## config.mk

```make
export PLATFORM = sky130hd
export DESIGN_NAME = ext_bus_timer
export DESIGN_NICKNAME = d
export VERILOG_FILES = /design/src/rtl/ebt_pkg.sv /design/src/rtl/ebt_seq.sv /design/src/rtl/ebt_rdtrack.sv /design/src/rtl/ebt_pins.sv /design/src/rtl/ext_bus_timer.sv
export SDC_FILE = /design/constraint.sdc
export NUM_CORES = 1
export LEC_CHECK = 0
export CORE_MARGIN = 2
export CORE_UTILIZATION = 40
export CTS_CLUSTER_DIAMETER = 60
export DETAILED_ROUTE_END_ITERATION = 10
export PLACE_DENSITY = 0.77
export SYNTH_ARGS = -nofsm -noshare
export SYNTH_HDL_FRONTEND = slang
export SYNTH_SLANG_ARGS = --single-unit
```

## constraint.sdc

```tcl
create_clock -name clk -period 3.5 [get_ports clk]
set_input_delay 0.875 -clock clk [delete_from_list [all_inputs] [get_ports clk]]
set_output_delay 0.875 -clock clk [all_outputs]
set_load 0.005 [all_outputs]
```

## src/rtl/ebt_pkg.sv

```systemverilog
// Shared types and helpers for the external bus timing controller.
package ebt_pkg;

    // Access phase of the bus sequencer
    typedef enum logic [1:0] {
        ST_IDLE   = 2'd0,
        ST_SETUP  = 2'd1,
        ST_STROBE = 2'd2,
        ST_HOLD   = 2'd3
    } ebt_state_e;

    // Larger of two integers, used for derived parameter limits
    function automatic int imax(input int a, input int b);
        return (a > b) ? a : b;
    endfunction

endpackage

```

## src/rtl/ebt_seq.sv

```systemverilog
// Phase sequencer: walks one accepted access through setup, strobe and
// (writes only) hold, and latches the command for the whole access.
// Assumes go_rd/go_wr only pulse while the sequencer is idle.
module ebt_seq
    import ebt_pkg::*;
#(
    parameter int ADDR_W    = 8,
    parameter int DATA_W    = 16,
    parameter int BE_W      = 2,
    parameter int SETUP_CYC = 1,
    parameter int RD_WAIT   = 1,
    parameter int WR_WAIT   = 2,
    parameter int HOLD_CYC  = 2
) (
    input  logic              clk,
    input  logic              rst_n,
    input  logic              go_rd,
    input  logic              go_wr,
    input  logic [ADDR_W-1:0] cmd_addr,
    input  logic [DATA_W-1:0] cmd_data,
    input  logic [BE_W-1:0]   cmd_be,
    output logic              busy,
    output logic              strobe_rd,
    output logic              strobe_wr,
    output logic              begin_x,
    output logic              rd_done,
    output logic [ADDR_W-1:0] addr_q,
    output logic [DATA_W-1:0] data_q,
    output logic [BE_W-1:0]   be_q
);

    localparam int CNT_MAX = imax(imax(SETUP_CYC, HOLD_CYC), imax(RD_WAIT, WR_WAIT));
    localparam int CNT_W   = $clog2(CNT_MAX + 2);
    localparam logic [CNT_W-1:0] SETUP_LD = CNT_W'((SETUP_CYC > 0) ? SETUP_CYC - 1 : 0);
    localparam logic [CNT_W-1:0] HOLD_LD  = CNT_W'((HOLD_CYC > 0) ? HOLD_CYC - 1 : 0);
    localparam logic [CNT_W-1:0] RD_LD    = CNT_W'(RD_WAIT);
    localparam logic [CNT_W-1:0] WR_LD    = CNT_W'(WR_WAIT);

    ebt_state_e       state;
    logic [CNT_W-1:0] cnt;
    logic             is_wr;
    logic             bt_q;

    // Phase state, phase counter and latched command
    always_ff @(posedge clk) begin
        if (!rst_n) begin
            state  <= ST_IDLE;
            cnt    <= '0;
            is_wr  <= 1'b0;
            bt_q   <= 1'b0;
            addr_q <= '0;
            data_q <= '0;
            be_q   <= '0;
        end else begin
            bt_q <= go_rd | go_wr;
            case (state)
                ST_IDLE: begin
                    if (go_rd || go_wr) begin
                        addr_q <= cmd_addr;
                        data_q <= cmd_data;
                        be_q   <= cmd_be;
                        is_wr  <= go_wr;
                        if (SETUP_CYC > 0) begin
                            state <= ST_SETUP;
                            cnt   <= SETUP_LD;
                        end else begin
                            state <= ST_STROBE;
                            cnt   <= go_wr ? WR_LD : RD_LD;
                        end
                    end
                end
                ST_SETUP: begin
                    if (cnt == '0) begin
                        state <= ST_STROBE;
                        cnt   <= is_wr ? WR_LD : RD_LD;
                    end else begin
                        cnt <= cnt - CNT_W'(1);
                    end
                end
                ST_STROBE: begin
                    if (cnt == '0) begin
                        if (is_wr && (HOLD_CYC > 0)) begin
                            state <= ST_HOLD;
                            cnt   <= HOLD_LD;
                        end else begin
                            state <= ST_IDLE;
                        end
                    end else begin
                        cnt <= cnt - CNT_W'(1);
                    end
                end
                ST_HOLD: begin
                    if (cnt == '0) state <= ST_IDLE;
                    else           cnt   <= cnt - CNT_W'(1);
                end
                default: state <= ST_IDLE;
            endcase
        end
    end

    // Decoded phase outputs
    always_comb begin
        busy      = (state != ST_IDLE);
        strobe_rd = (state == ST_STROBE) && !is_wr;
        strobe_wr = (state == ST_STROBE) && is_wr;
        rd_done   = strobe_rd && (cnt == '0);
        begin_x   = bt_q;
    end

    AST_BEGIN_PULSE: assert property (@(posedge clk) disable iff (!rst_n)
        begin_x |=> !begin_x);
    AST_NO_ACCEPT_BUSY: assert property (@(posedge clk) disable iff (!rst_n)
        busy |-> !(go_rd || go_wr));
    AST_HOLD_STABLE: assert property (@(posedge clk) disable iff (!rst_n)
        (state == ST_HOLD) |-> ($stable(addr_q) && $stable(data_q)));
    AST_SETUP_FIRST: assert property (@(posedge clk) disable iff (!rst_n)
        (state == ST_STROBE && $past(state) == ST_IDLE) |-> (SETUP_CYC == 0));

endmodule

```

## src/rtl/ebt_rdtrack.sv

```systemverilog
// Read tracker: delays each read completion by the effective latency,
// counts pending reads against the limit, and times the read-to-write gap
// from read acceptance. Assumes rd_acc never pulses while pend_full is set.
module ebt_rdtrack
    import ebt_pkg::*;
#(
    parameter int MAX_PEND = 2,
    parameter int RD_LAT   = 3,
    parameter int TURN_CYC = 7
) (
    input  logic clk,
    input  logic rst_n,
    input  logic rd_acc,
    input  logic wr_acc,
    input  logic rd_done,
    output logic rvalid,
    output logic pend_full,
    output logic pend_any,
    output logic turn_busy
);

    localparam int EFF = RD_LAT + 2;
    localparam int GAP = imax(TURN_CYC, EFF);
    localparam int PW  = $clog2(MAX_PEND + 1);
    localparam int TW  = $clog2(GAP + 1);

    logic [EFF-1:0] ret_sr;
    logic [PW-1:0]  pend;
    logic [TW-1:0]  tcnt;

    // Return delay line: one bit per register stage of latency
    always_ff @(posedge clk) begin
        if (!rst_n) ret_sr <= '0;
        else        ret_sr <= {ret_sr[EFF-2:0], rd_done};
    end

    // Pending-read count
    always_ff @(posedge clk) begin
        if (!rst_n) begin
            pend <= '0;
        end else begin
            case ({rd_acc, rvalid})
                2'b10:   pend <= pend + PW'(1);
                2'b01:   pend <= pend - PW'(1);
                default: pend <= pend;
            endcase
        end
    end

    // Turnaround counter, restarted by each accepted read
    always_ff @(posedge clk) begin
        if (!rst_n)            tcnt <= '0;
        else if (rd_acc)       tcnt <= TW'(GAP - 1);
        else if (tcnt != '0)   tcnt <= tcnt - TW'(1);
    end

    // Status decode
    always_comb begin
        rvalid    = ret_sr[EFF-1];
        pend_full = (pend >= PW'(MAX_PEND));
        pend_any  = (pend != '0);
        turn_busy = (tcnt != '0);
    end

    AST_NO_OVERFLOW: assert property (@(posedge clk) disable iff (!rst_n)
        pend <= PW'(MAX_PEND));
    AST_NO_UNDERFLOW: assert property (@(posedge clk) disable iff (!rst_n)
        rvalid |-> pend_any);
    AST_NO_ACC_FULL: assert property (@(posedge clk) disable iff (!rst_n)
        pend_full |-> !rd_acc);
    AST_TURN_GAP: assert property (@(posedge clk) disable iff (!rst_n)
        turn_busy |-> !wr_acc);

endmodule

```

## src/rtl/ebt_pins.sv

```systemverilog
// Pin register stage: registers every outgoing bus signal with its own
// polarity applied, and registers incoming read data once.
// Assumes the internal signals are active-high.
module ebt_pins #(
    parameter int ADDR_W  = 8,
    parameter int DATA_W  = 16,
    parameter int BE_W    = 2,
    parameter bit INV_RD  = 1'b1,
    parameter bit INV_WR  = 1'b1,
    parameter bit INV_CS  = 1'b1,
    parameter bit INV_BE  = 1'b0,
    parameter bit INV_OE  = 1'b1,
    parameter bit INV_WBE = 1'b1,
    parameter bit INV_BT  = 1'b0
) (
    input  logic              clk,
    input  logic              rst_n,
    input  logic              cs_i,
    input  logic              rd_i,
    input  logic              wr_i,
    input  logic              oe_i,
    input  logic              bt_i,
    input  logic [BE_W-1:0]   be_i,
    input  logic [BE_W-1:0]   wbe_i,
    input  logic [ADDR_W-1:0] addr_i,
    input  logic [DATA_W-1:0] dout_i,
    input  logic [DATA_W-1:0] din_pin,
    output logic              cs_o,
    output logic              rd_o,
    output logic              wr_o,
    output logic              oe_o,
    output logic              bt_o,
    output logic [BE_W-1:0]   be_o,
    output logic [BE_W-1:0]   wbe_o,
    output logic [ADDR_W-1:0] addr_o,
    output logic [DATA_W-1:0] dout_o,
    output logic [DATA_W-1:0] din_q
);

    localparam logic [BE_W-1:0] BE_MASK  = {BE_W{INV_BE}};
    localparam logic [BE_W-1:0] WBE_MASK = {BE_W{INV_WBE}};

    // Outgoing register with polarity inversion at the pin
    always_ff @(posedge clk) begin
        if (!rst_n) begin
            cs_o   <= INV_CS;
            rd_o   <= INV_RD;
            wr_o   <= INV_WR;
            oe_o   <= INV_OE;
            bt_o   <= INV_BT;
            be_o   <= BE_MASK;
            wbe_o  <= WBE_MASK;
            addr_o <= '0;
            dout_o <= '0;
        end else begin
            cs_o   <= cs_i ^ INV_CS;
            rd_o   <= rd_i ^ INV_RD;
            wr_o   <= wr_i ^ INV_WR;
            oe_o   <= oe_i ^ INV_OE;
            bt_o   <= bt_i ^ INV_BT;
            be_o   <= be_i ^ BE_MASK;
            wbe_o  <= wbe_i ^ WBE_MASK;
            addr_o <= addr_i;
            dout_o <= dout_i;
        end
    end

    // Incoming read-data register
    always_ff @(posedge clk) begin
        if (!rst_n) din_q <= '0;
        else        din_q <= din_pin;
    end

endmodule

```

## src/rtl/ext_bus_timer.sv

```systemverilog
// External bus timing controller top: accepts slave commands when idle and
// not stalled, sequences them onto the pin stage, and returns read data.
// Assumes the slave never raises s_read and s_write together.
module ext_bus_timer #(
    parameter int ADDR_W      = 8,
    parameter int DATA_W      = 16,
    parameter int SETUP_CYC   = 1,
    parameter int RD_WAIT     = 1,
    parameter int WR_WAIT     = 2,
    parameter int HOLD_CYC    = 2,
    parameter int TURN_CYC    = 7,
    parameter int RD_LAT      = 3,
    parameter int MAX_PEND    = 2,
    parameter bit CS_THRU_LAT = 1'b1,
    parameter bit INV_RD      = 1'b1,
    parameter bit INV_WR      = 1'b1,
    parameter bit INV_CS      = 1'b1,
    parameter bit INV_BE      = 1'b0,
    parameter bit INV_OE      = 1'b1,
    parameter bit INV_WBE     = 1'b1,
    parameter bit INV_BT      = 1'b0,
    localparam int BE_W       = DATA_W / 8
) (
    input  logic              clk,
    input  logic              rst_n,
    input  logic [ADDR_W-1:0] s_addr,
    input  logic [DATA_W-1:0] s_wdata,
    input  logic [BE_W-1:0]   s_be,
    input  logic              s_read,
    input  logic              s_write,
    output logic              s_waitreq,
    output logic [DATA_W-1:0] s_rdata,
    output logic              s_rvalid,
    output logic [ADDR_W-1:0] p_addr,
    output logic [DATA_W-1:0] p_dout,
    input  logic [DATA_W-1:0] p_din,
    output logic              p_cs,
    output logic              p_rd,
    output logic              p_wr,
    output logic              p_oe,
    output logic [BE_W-1:0]   p_be,
    output logic [BE_W-1:0]   p_wbe,
    output logic              p_bt
);

    logic              busy, strobe_rd, strobe_wr, begin_x, rd_done;
    logic              pend_full, pend_any, turn_busy;
    logic              go_rd, go_wr, cs_i;
    logic [ADDR_W-1:0] addr_q;
    logic [DATA_W-1:0] data_q;
    logic [BE_W-1:0]   be_q, be_i, wbe_i;

    // Command acceptance and internal strobe shaping
    always_comb begin
        s_waitreq = busy | (s_read & pend_full) | (s_write & turn_busy);
        go_rd     = s_read & ~s_waitreq;
        go_wr     = s_write & ~s_read & ~s_waitreq;
        cs_i      = busy | (CS_THRU_LAT & pend_any);
        be_i      = busy ? be_q : '0;
        wbe_i     = strobe_wr ? be_q : '0;
    end

    ebt_seq #(
        .ADDR_W(ADDR_W), .DATA_W(DATA_W), .BE_W(BE_W),
        .SETUP_CYC(SETUP_CYC), .RD_WAIT(RD_WAIT),
        .WR_WAIT(WR_WAIT), .HOLD_CYC(HOLD_CYC)
    ) u_seq (
        .clk(clk), .rst_n(rst_n), .go_rd(go_rd), .go_wr(go_wr),
        .cmd_addr(s_addr), .cmd_data(s_wdata), .cmd_be(s_be),
        .busy(busy), .strobe_rd(strobe_rd), .strobe_wr(strobe_wr),
        .begin_x(begin_x), .rd_done(rd_done),
        .addr_q(addr_q), .data_q(data_q), .be_q(be_q)
    );

    ebt_rdtrack #(
        .MAX_PEND(MAX_PEND), .RD_LAT(RD_LAT), .TURN_CYC(TURN_CYC)
    ) u_trk (
        .clk(clk), .rst_n(rst_n), .rd_acc(go_rd), .wr_acc(go_wr),
        .rd_done(rd_done), .rvalid(s_rvalid), .pend_full(pend_full),
        .pend_any(pend_any), .turn_busy(turn_busy)
    );

    ebt_pins #(
        .ADDR_W(ADDR_W), .DATA_W(DATA_W), .BE_W(BE_W),
        .INV_RD(INV_RD), .INV_WR(INV_WR), .INV_CS(INV_CS), .INV_BE(INV_BE),
        .INV_OE(INV_OE), .INV_WBE(INV_WBE), .INV_BT(INV_BT)
    ) u_pins (
        .clk(clk), .rst_n(rst_n), .cs_i(cs_i), .rd_i(strobe_rd),
        .wr_i(strobe_wr), .oe_i(strobe_rd), .bt_i(begin_x),
        .be_i(be_i), .wbe_i(wbe_i), .addr_i(addr_q), .dout_i(data_q),
        .din_pin(p_din), .cs_o(p_cs), .rd_o(p_rd), .wr_o(p_wr),
        .oe_o(p_oe), .bt_o(p_bt), .be_o(p_be), .wbe_o(p_wbe),
        .addr_o(p_addr), .dout_o(p_dout), .din_q(s_rdata)
    );

endmodule

```

## Yosys cells after proc, flatten, opt, wreduce, memory -nomap -nowiden

Cells that the tools add are included.

- Word-level logic and storage cells: 86
- Register bits: 90
- Output and inout port bits: 51
- Input port bits: 46

- Magnitude comparators: 1
- Equality and inequality tests: 11
- Bitwise gates (word level): 16
- Reduce and logical (&&, ||, !) cells: 17
- $add $sub $neg: 4
- Mux-type cells: 17

Operators with widths:

| kind | number |
|---|---|
| $mux 2 | 12 |
| $pmux 2 s4 | 2 |
| $ne 2x1->1 const B | 4 |
| $reduce_bool 2->1 | 4 |
| $eq 2x2->1 const B | 3 |
| $mux 3 | 2 |
| $not 1->1 | 6 |
| $and 1x1->1 | 5 |
| $eq 2x1->1 const B | 2 |
| $logic_not 2->1 | 2 |
| $or 1x1->1 | 4 |
| $pmux 2 s2 | 1 |
| $reduce_and 2->1 | 2 |
| $reduce_and 4->1 | 1 |
| $sub 2x1->2 const B | 2 |
| $logic_and 1x1->1 | 3 |
| $ne 3x2->1 const B | 1 |
| $reduce_and 3->1 | 1 |
| $reduce_bool 3->1 | 1 |
| $sub 3x1->3 const B | 1 |
| $add 2x1->2 const B | 1 |
| $ge 2x2->1 const B | 1 |
| $ne 2x2->1 const B | 1 |
| $not 2->2 | 1 |
| other kinds (3) | 3 |

## Longest topological paths before layout

- Word-level depth: 9
- Depth in mapped cells: 8
- Mapped depth without buffers: 6

## By module

Synthesis repeated with hierarchy kept, for this count alone.

- Cells, all modules: 313
- Area, all modules: 3064.2 sq um

By module, submodules not included:

| module | cells an instance | area each (sq um) | sequential area each (sq um) | instances |
|---|---|---|---|---|
| ebt_pins | 103 | 1303.8 | 980.9 | 1 |
| ebt_seq | 161 | 1297.5 | 640.6 | 1 |
| ebt_rdtrack | 39 | 389.1 | 200.2 | 1 |
| ext_bus_timer | 10 | 73.8 | 0.0 | 1 |

## Least setup slack after synthesis

No wires, ideal clock.

- Path type: input port to flip-flop
- Start point: in s_write
- End point: reg u_trk.pend[1]
- Stages: 5
- Data arrival time: 2.181 ns
- Setup slack: 1.249 ns
- Required time: 3.430 ns
- Path through: clkbuf_1 -> a211o_2 -> ha_1 -> or3_1 -> a21oi_1

- Longest elaborated chain between the ends: 6
- Elaborated cells on any way between the ends: 8
- Those cells by class: 2 x eq/ne; 1 x mux; 4 x bitwise; 1 x reduce/logical

Ends and longest elaborated chain:

| item | line | RTL |
|---|---|---|
| start, declared | ext_bus_timer.sv:30 | `input logic s_write,` |
| $and 1x1->1 * | ext_bus_timer.sv:55 | `s_waitreq = busy \| (s_read & pend_full) \| (s_write & turn_busy);` |
| $or 1x1->1 * | ext_bus_timer.sv:55 |  |
| $not 1->1 * | ext_bus_timer.sv:56 | `go_rd = s_read & ~s_waitreq;` |
| $and 1x1->1 * | ext_bus_timer.sv:56 |  |
| $eq 2x1->1 / $eq 2x2->1 (equally long branches) | ebt_rdtrack.sv:42 | `case ({rd_acc, rvalid})` |
| $pmux 2 s2 / $reduce_bool 2->1 (equally long branches) | n/a |  |
| end signal, assigned | ebt_rdtrack.sv:43 | `2'b10: pend <= pend + PW'(1);` |
| end signal, assigned | ebt_rdtrack.sv:44 | `2'b01: pend <= pend - PW'(1);` |
| end signal, assigned | ebt_rdtrack.sv:45 | `default: pend <= pend;` |
| end, declared | ebt_rdtrack.sv:28 | `logic [PW-1:0] pend;` |

Mark *: on every way between the ends. The rest lies on a longest branch, timed or not.
A chain may end at the register's enable or synchronous reset.

## Worst setup path after layout

- Start point: in s_write
- End point: out s_waitreq

- Longest elaborated chain between the ends: 2

Ends and longest elaborated chain:

| item | line | RTL |
|---|---|---|
| $and 1x1->1 | ext_bus_timer.sv:55 |  |
| $or 1x1->1 | ext_bus_timer.sv:55 |  |
| end, declared | ext_bus_timer.sv:31 | `output logic s_waitreq,` |

Every way passes these cells.

==> impl_metrics.ini <==
[synth]
ys_seq_elements = 90
yosys.area.top_type = dfxtp_1
syn_area_per_cell_um2 = 9.772
synthTopCellsByArea = dfxtp_1 (61%), and2_1 (4.5%), nand3_1 (4.4%)
synth.net_count = 349
synth_simple_gate_area_frac = 0.1793
synth_compound_area_frac = 0.1033
synth_top_family_by_area = simple AND/OR/NAND/NOR gates
muxShareOfSynthArea = 0.006829
synth-edff-count = 0
synth-xor-area-share = 0.005975
synth_cell_types = 41
mappedNetlistArea_um2 = 2932
synthArstFlopShare = 0
yosysWarnings = 0
synthFlopType = dfxtp_1
syn_inst = 300
seq_area_frac_synth = 0.6146
synth_fa_ha_area_frac = 0.01280
synth_top_cell_area_share = 0.6146

[clock_network]
clock_sinks = 90
postCtsHoldBufs = 0
cts-root-buf = clkbuf_8
cts_buffer_depth = 2
numCtsBuffers = 9
clock_latency_ps = 350
htreeDepth = 3
post_cts_buffers = 0
post_cts_resized = 0
cts_tree = built
clk_pin_slew_worst_paths_ps = 90

[worst_setup_path]
cp_max_fo = 8
r2r_end = u_trk.pend[1]
worst_setup_path_start_kind = input port
r2r_setup_slack_ps = 1390
slowest_stage = clkdlybuf4s50_1
r2r_start = u_seq.state[0]
cp.buffers_inverters = 2
crit_top_cell = clkdlybuf4s50_1
cp_top_family = buffers and inverters
cp.arrival_ps = 2210
worstPathCellList = clkdlybuf4s50_1, a21oi_1, nand2_1, clkdlybuf4s50_1
cp.required_ps = 2620
critPathMaxStageDelay_ps = 660
endpoint_kind = output port
r2r_cells = 5
worstSetupPathType = input port to output port

[drt]
top_layer = met4
dr.first_iter.drc_count = 86
via_per_inst = 4.596
drt_first_pass_iters = 4
vias = 2275
avgRoutedWirePerCell_um = 11.79
drc_errors = 0
wl_met3_um = 270
drt_wl_total_mm = 5.837
met2_length_mm = 2.955
wl_met1_mm = 2.501
ant_nets = 0

[placed_design]
dpl.hpwl_mm = 4.038
io_buffers = 96
finalWeightedCongestion = 0.7445

[sta]
finalCriticalPeriod_ps = 3085
rsz0062_at_grt = false
setup_tns_ps = 0
drv_slew = 0
skew_ps = 9.729
fmax_mhz = 324.2
setup_viol = 0
slew_headroom = 0.6391
hold_violations = 0
post-route-period-util = 0.8814
worst_pin_slew_ps = 541.3

[power_and_ir_drop]
ir_drop_mv = 0.3052
leakage_nw = 1.766
p_sw_mw = 0.6853
switching_share = 0.2803
p_clk_frac = 0.293
sequentialPowerShare = 0.501
p_int_mw = 1.760
power_density_nw_per_um2 = 593.1
power_frac_comb = 0.206

[hold_path]
min_to = u_pins.wbe_o[1]
whs_path_depth = 1
hold_path_class = flop to flop
hold_start = u_seq.be_q[1]

[die]
die_h_um = 89.61
rows = 31
io_pins = 97
core_um2 = 7176
start_util = 0.4085
fp.dieW_um = 89.61
die-area_um2 = 8030

[flow_run]
drv_cap = 0

[layout]
drive_above_1_share = 0.06061
fin_util = 0.5745
nNetsFinal = 440
fillerInstances = 650
syn_to_final_growth_pct = 40.63
layout_common_cells = clkdlybuf4s50_1 (95), dfxtp_1 (90), nand2_1 (34)
antenna_cells = 0
final_common_cell = clkdlybuf4s50_1

[outcome]
outcome = completed

[global_route]
grt_pass1_vias = 2064
grtUsageTotal = 0.1460
antenna_found_initial = 0
grt_pass1_wl_mm = 9.045
grt_max_degree = 55
grt_overflow_total = 0
[power by group through the flow]
stage                     sequential (mW)  combinational [mW]  clock, mW
after floorplan                      1.24               0.333          0
after global placement               1.24               0.493          0
after detailed placement             1.25               0.511          0
after CTS                            1.23               0.514      0.737
after global routing                 1.24               0.566      0.772
final                                1.22               0.505      0.716
[final cells by class]
type,count,area (um2),area share
clock buffer,10,127.6,0.03096
clock inverter,6,75.07,0.01821
inverter,30,112.6,0.02731
multi-input combinational,161,903.4,0.2191
sequential,90,1802,0.4370
tap,99,123.9,0.03005
timing repair buffer,99,978.4,0.2373
[sequential cells by signal, summed over array words and instances (netlist names)]
name / cells
u_seq.addr_q: 8
u_pins.cs_o: 1
u_seq.be_q: 2
u_pins.wr_o: 1
u_trk.pend: 2
u_pins.be_o: 2
u_seq.cnt: 2
u_pins.addr_o: 8
u_seq.data_q: 16
u_seq.is_wr: 1
u_pins.rd_o: 1
u_pins.wbe_o: 2
u_pins.bt_o: 1
u_seq.state: 2
u_pins.dout_o: 16
u_pins.din_q: 16
u_trk.tcnt: 3
u_seq.begin_x: 1
u_trk.ret_sr: 5
[layer usage]
metal | global-route usage | vias up
li1 | - | 1158
met1 | 0.1663 | 1057
met2 | 0.2540 | 52
met3 | 0.03839 | 8
met4 | 0.06920 | 0
met5 | 0 | -
[cell families (layout without fill, tap and decap cells)]
| group | Yosys count | count (layout) |
|---|---|---|
| simple gates | 105 | 105 |
| buf+inv | 49 | 145 |
| mux | 2 | 2 |
| compound gates | 49 | 49 |
| xor+xnor | 2 | 2 |
| fa+ha+maj | 3 | 3 |
| flops | 90 | 90 |
[how the worst max path moves through the flow]
stage | end | startpoint | slack (ps) | cells past startpoint
floorplan | u_trk.pend[1] | s_write | 1250 | 5
global placement | s_waitreq | s_write | 460 | 4
detailed placement | s_waitreq | s_write | 410 | 4
CTS | s_waitreq | s_write | 410 | 4
global route | s_waitreq | s_write | 320 | 4
finish | s_waitreq | s_write | 420 | 4
[synth_stat cells (2+ instances only)]
master / instances
and2_1: 21
inv_1: 30
nand2_1: 34
buf_6: 4
a21oi_1: 7
buf_2: 2
a22oi_1: 2
nor3_1: 2
nor2_1: 8
a31oi_1: 2
and3_1: 2
dfxtp_1: 90
ha_1: 3
nand3_1: 26
o21ai_1: 3
nand2b_1: 3
mux2i_1: 2
or3_1: 2
buf_4: 2
nor3b_1: 2
clkbuf_2: 2
clkbuf_1: 8
o21ai_0: 25
[metrics by stage]
| step | power, mW | area (um2) | instances | worst slack, ps | hold WS, ps |
|---|---|---|---|---|---|
| after CTS | 2.477 | 4123 | 495 | 408.7 | 404.9 |
| after global routing | 2.579 | 4123 | 495 | 321.5 | 414.7 |
| after detailed placement | 1.759 | 3920 | 479 | 413.6 | 389.3 |
| final | 2.445 | 4123 | 495 | 415.2 | 397.2 |
| after global placement | 1.733 | 3920 | 479 | 457.3 | 375.3 |
| after floorplan | 1.568 | 2932 | 300 | 1249 | 366.8 |
No activity file was read; power rests on OpenSTA's default activity.
